--- config.mk ---
export PLATFORM = sky130hd
export DESIGN_NAME = sysctl_keyreg
export DESIGN_NICKNAME = d
export VERILOG_FILES = /design/src/rtl/sysctl_pkg.sv /design/src/rtl/sysctl_keygate.sv /design/src/rtl/sysctl_cfgreg.sv /design/src/rtl/sysctl_cmdreg.sv /design/src/rtl/sysctl_prisplit.sv /design/src/rtl/sysctl_keyreg.sv
export SDC_FILE = /design/constraint.sdc
export NUM_CORES = 1
export LEC_CHECK = 0
export BUFFER_PORTS_ARGS = -buffer_cell sky130_fd_sc_hd__buf_2
export CORE_MARGIN = 8
export CORE_UTILIZATION = 30
export CTS_CLUSTER_DIAMETER = 40
export DETAILED_ROUTE_END_ITERATION = 8
export PLACE_DENSITY_LB_ADDON = 0.3
export SYNTH_ARGS = -nofsm -noshare
export SYNTH_HDL_FRONTEND = slang
export SYNTH_SLANG_ARGS = --single-unit
--- constraint.sdc ---
create_clock -name clk -period 1.8 [get_ports clk]
set_clock_uncertainty 0.15 [all_clocks]
set_input_delay 0.36 -clock clk [delete_from_list [all_inputs] [get_ports clk]]
set_output_delay 0.36 -clock clk [all_outputs]
set_load 0.01 [all_outputs]
--- src/rtl/sysctl_pkg.sv ---
package sysctl_pkg;
    localparam int DATA_W = 32;
    localparam int PRI_W  = 8;
    localparam int GRP_W  = $clog2(PRI_W);
    localparam logic [15:0] UNLOCK_KEY = 16'h05FA;
    localparam logic [15:0] READ_SIG   = 16'hFA05;

    // field positions within the control word
    localparam int BIT_ENDIAN = 15;
    localparam int GRP_LSB    = 8;
    localparam int BIT_SYSREQ = 2;
    localparam int BIT_CLRACT = 1;
    localparam int BIT_LOCRST = 0;

    typedef struct packed {
        logic             big_endian;
        logic [GRP_W-1:0] group;
    } cfg_t;

    typedef struct packed {
        logic sysreq;
        logic clr_active;
        logic local_reset;
    } cmd_t;

    typedef struct packed {
        logic accept;
        logic reject;
        logic cfg_lane;
        logic cmd_lane;
    } wdec_t;

    // low (g+1) bits set: the subpriority part
    function automatic logic [PRI_W-1:0] sub_mask(input logic [GRP_W-1:0] g);
        logic [PRI_W-1:0] m;
        for (int i = 0; i < PRI_W; i++) begin
            m[i] = (i <= int'(g));
        end
        return m;
    endfunction
endpackage

--- src/rtl/sysctl_keygate.sv ---
module sysctl_keygate
    import sysctl_pkg::*;
(
    input  logic              wr_en,
    input  logic [3:0]        wr_strb,
    input  logic [DATA_W-1:0] wr_data,
    output wdec_t             dec
);
    logic key_ok;

    always_comb begin
        key_ok       = (wr_data[DATA_W-1:16] == UNLOCK_KEY) && wr_strb[3] && wr_strb[2];
        dec.accept   = wr_en && key_ok;
        dec.reject   = wr_en && !key_ok;
        dec.cfg_lane = dec.accept && wr_strb[1];
        dec.cmd_lane = dec.accept && wr_strb[0];
    end
endmodule

--- src/rtl/sysctl_cfgreg.sv ---
module sysctl_cfgreg
    import sysctl_pkg::*;
(
    input  logic              clk,
    input  logic              rst,
    input  wdec_t             dec,
    input  logic [DATA_W-1:0] wr_data,
    output cfg_t              cfg
);
    always_ff @(posedge clk) begin
        if (rst) begin
            cfg <= '0;
        end else if (dec.cfg_lane) begin
            cfg.big_endian <= wr_data[BIT_ENDIAN];
            cfg.group      <= wr_data[GRP_LSB +: GRP_W];
        end
    end
endmodule

--- src/rtl/sysctl_cmdreg.sv ---
module sysctl_cmdreg
    import sysctl_pkg::*;
(
    input  logic              clk,
    input  logic              rst,
    input  logic              warm_rst,
    input  wdec_t             dec,
    input  logic [DATA_W-1:0] wr_data,
    output cmd_t              cmd,
    output logic              key_err
);
    cmd_t nxt;

    always_comb begin
        nxt.clr_active  = dec.cmd_lane && wr_data[BIT_CLRACT];
        nxt.local_reset = dec.cmd_lane && wr_data[BIT_LOCRST];
        nxt.sysreq      = cmd.sysreq || (dec.cmd_lane && wr_data[BIT_SYSREQ]);
        if (warm_rst) begin
            nxt = '0;
        end
    end

    always_ff @(posedge clk) begin
        if (rst) begin
            cmd     <= '0;
            key_err <= 1'b0;
        end else begin
            cmd     <= nxt;
            key_err <= dec.reject;
        end
    end
endmodule

--- src/rtl/sysctl_prisplit.sv ---
module sysctl_prisplit
    import sysctl_pkg::*;
(
    input  logic [PRI_W-1:0] pri_in,
    input  logic [GRP_W-1:0] group,
    output logic [PRI_W-1:0] pre_out,
    output logic [PRI_W-1:0] sub_out
);
    logic [PRI_W-1:0] mask;

    always_comb begin
        mask    = sub_mask(group);
        sub_out = pri_in & mask;
        pre_out = pri_in & ~mask;
    end
endmodule

--- src/rtl/sysctl_keyreg.sv ---
module sysctl_keyreg
    import sysctl_pkg::*;
(
    input  logic              clk,
    input  logic              rst,
    input  logic              warm_rst,
    input  logic              wr_en,
    input  logic [3:0]        wr_strb,
    input  logic [DATA_W-1:0] wr_data,
    output logic [DATA_W-1:0] rd_data,
    input  logic [PRI_W-1:0]  pri_in,
    output logic [GRP_W-1:0]  pri_group,
    output logic [PRI_W-1:0]  pre_out,
    output logic [PRI_W-1:0]  sub_out,
    output logic              big_endian,
    output logic              clr_active,
    output logic              local_reset,
    output logic              sysreset_req,
    output logic              key_err
);
    wdec_t dec;
    cfg_t  cfg;
    cmd_t  cmd;

    sysctl_keygate u_gate (
        .wr_en   (wr_en),
        .wr_strb (wr_strb),
        .wr_data (wr_data),
        .dec     (dec)
    );

    sysctl_cfgreg u_cfg (
        .clk     (clk),
        .rst     (rst),
        .dec     (dec),
        .wr_data (wr_data),
        .cfg     (cfg)
    );

    sysctl_cmdreg u_cmd (
        .clk      (clk),
        .rst      (rst),
        .warm_rst (warm_rst),
        .dec      (dec),
        .wr_data  (wr_data),
        .cmd      (cmd),
        .key_err  (key_err)
    );

    sysctl_prisplit u_split (
        .pri_in  (pri_in),
        .group   (cfg.group),
        .pre_out (pre_out),
        .sub_out (sub_out)
    );

    always_comb begin
        rd_data                      = '0;
        rd_data[DATA_W-1:16]         = READ_SIG;
        rd_data[BIT_ENDIAN]          = cfg.big_endian;
        rd_data[GRP_LSB +: GRP_W]    = cfg.group;
        rd_data[BIT_SYSREQ]          = cmd.sysreq;
    end

    assign pri_group    = cfg.group;
    assign big_endian   = cfg.big_endian;
    assign clr_active   = cmd.clr_active;
    assign local_reset  = cmd.local_reset;
    assign sysreset_req = cmd.sysreq;
endmodule

==> flow_summary_export.csv <==
group,metric,value,unit
setup_path,worstSetupEndpointType,"primary output",
timing,grt_setup_unrepaired,"false",
clock_tree,cts_tree,"built",
logic_synthesis,synth_most_common_cell,"buf_4",
timing,drv_slew,0,
logic_synthesis,ys_types,22,
power,peakVddDrop,0.000175,V
setup_path,crit_required,1290,ps
layout,diodes,0,
logic_synthesis,netlist_area,739,sq um
floorplan,die_y,65.6,um
clock_tree,cts_root_buffer,"clkbuf_4",
clock_tree,clk_pin_slew_worst_paths,50,ps
power,cellLeakagePower,0.557,nW
global_routing,grt_pass1_wl,3200,um
setup_path,criticalPathCategory,"register to primary output",
floorplan,coreArea,2410,sq um
logic_synthesis,yosys_register_bits,8,
global_routing,grt_pass1_vias,770,
layout,nets,202,
logic_synthesis,synth_top_area_cell,"buf_4",
clock_tree,cts_hold_buffers,0,
layout,drive_gt1_share,46.1,%
detailed_routing,drtIter0Drc,5,
detailed_routing,drc,0,
timing,fin_crit_sh,92.0,%
detailed_routing,dr.pass1.iters,4,
timing,hold_ws,165,ps
timing,fmax,604,MHz
layout,fillCellCount,276,
logic_synthesis,yosys_warnings,0,
clock_tree,clock_sinks,8,
logic_synthesis,postSynthCellCount,96,
logic_synthesis,async_reset_ff_share,0,%
logic_synthesis,synth_ff_type,"dfxtp_1",
timing,setup_viol,0,
layout,syn_to_final_growth,28.4,%
place,place_hpwl,2000,um
clock_tree,cts_setup_buffers,0,
clock_tree,h-tree-depth,1,
logic_synthesis,ys_seq_area_share,21.7,%
detailed_routing,wire_per_inst,12.2,um
floorplan,die_x,65.6,um
global_routing,grt_max_degree,14,
logic_synthesis,yosysTopAreaCellShare,35.5,%
logic_synthesis,ys_top_cells_by_count,"buf_4 (35), and2_1 (9), dfxtp_1 (8), a21oi_1 (6)",
detailed_routing,vias_per_cell,4.09,
timing,final_hold_viol_count,0,
global_routing,globalRouteTotalUtil,9.13,%
power,powerDensity,431,nW/um^2
floorplan,dieArea,4310,sq um
place,place_ws,96.4,ps
hold_path,hold_path.class,"primary input to register",
detailed_routing,ant_nets,0,
setup_path,cp-start-kind,"register",
layout,fin_cells,182,
job,drv_cap,0,
timing,layout_min_cycle_time,1660,ps
run_status,status,"finished, final reports clean",
timing,tns,0,ps
floorplan,rows,18,
layout,final_cell_area,950,sq um
detailed_routing,vias,745,
place,io_buffers,64,
setup_path,arrival,1150,ps
logic_synthesis,synth_edf_count,0,
clock_tree,cts_buffers,3,
clock_tree,ctsLongestPathBuffers,2,
logic_synthesis,yosys-top-cells-area,"buf_4 (36%), dfxtp_1 (22%), and2_1 (7.6%)",
floorplan,io_pins,104,
clock_tree,clk_latency,240,ps
timing,fin_ws,143,ps
logic_synthesis,avgSynthCellArea,7.70,sq um
setup_path,path_max_fanout,13,
clock_tree,cts_resized,0,
detailed_routing,wl,2220,um
global_routing,grt_antenna_before_repair,0,
place,gp_congestion,0.741,
place,place_inst,179,
global_routing,grt_overflow,0,
place,placed_cell_area,925,sq um
floorplan,start_util,30.7,%
==> final timing paths <==
kind                 from            to  slack (ps)  cells past startpoint
min            wr_data[0]  u_cmd.cmd[0]         170                      2
max          u_cfg.cfg[2]    pre_out[1]         140                      3
max reg2reg  u_cfg.cfg[2]  u_cfg.cfg[2]         870                      2
min reg2reg  u_cfg.cfg[3]  u_cfg.cfg[3]         340                      2
==> where the power goes <==
part / total, mW / internal, mW / switching [mW] / leakage (nW)
clock: 0.131 / 0.0759 / 0.0548 / 0.0138
combinational: 0.0995 / 0.0434 / 0.0561 / 0.478
sequential: 0.179 / 0.178 / 0.000226 / 0.0657
==> sequential cells by signal, indices dropped and copies added (netlist names) <==
register       cells
u_cfg.cfg          4
u_cmd.cmd          3
u_cmd.key_err      1
==> per-stage QoR <==
| step | power (mW) | util, % |
|---|---|---|
| final | 0.409 | 39.4 |
| after global routing | 0.437 | 39.4 |
| after CTS | 0.412 | 39.3 |
| after detailed placement | 0.280 | 38.4 |
| after global placement | 0.278 | 38.4 |
| after floorplan | 0.275 | - |
==> layout by cell type, fill, tap and decap left out, drive strengths merged, types with 3 or more instances in the layout <==
cell type	instances
a21oi	6
and2	9
and3	3
buf	64
clkbuf	3
conb	28
dfxtp	8
nand4	5
nor2	3
nor2b	3
o21ai	5
==> worst max-delay path, stage by stage (launching register included) <==
cell and delay [ps]:
dfxtp_2 370, nor3_1 250, and2_1 150, buf_2 120
==> routing by layer <==
metal	global-route usage [%]	vias up	part of all wire, %
li1	-	378	-
met1	8.10	317	37
met2	18.0	50	52
met3	3.40	0	12
met4	3.27	0	0
met5	0	-	0
==> final cells by class <==
cell class	count	area [sq um]	area share, %
Sequential cell	8	163	17.1
Clock buffer	3	22.5	2.37
Multi-Input combinational cell	75	399	42.0
Inverter	2	7.51	0.791
Timing Repair Buffer	64	320	33.7
Tap cell	30	37.5	3.95
==> cell families after synthesis <==
group | count (synthesis) | share of synthesized area, %
buf+inv | 39 | 37.6
simple gates | 33 | 29.1
compound gates | 14 | 10.7
flops | 8 | 21.7
other cells | 2 | 1.02
Note: power is estimated with default switching activity, not from simulation.
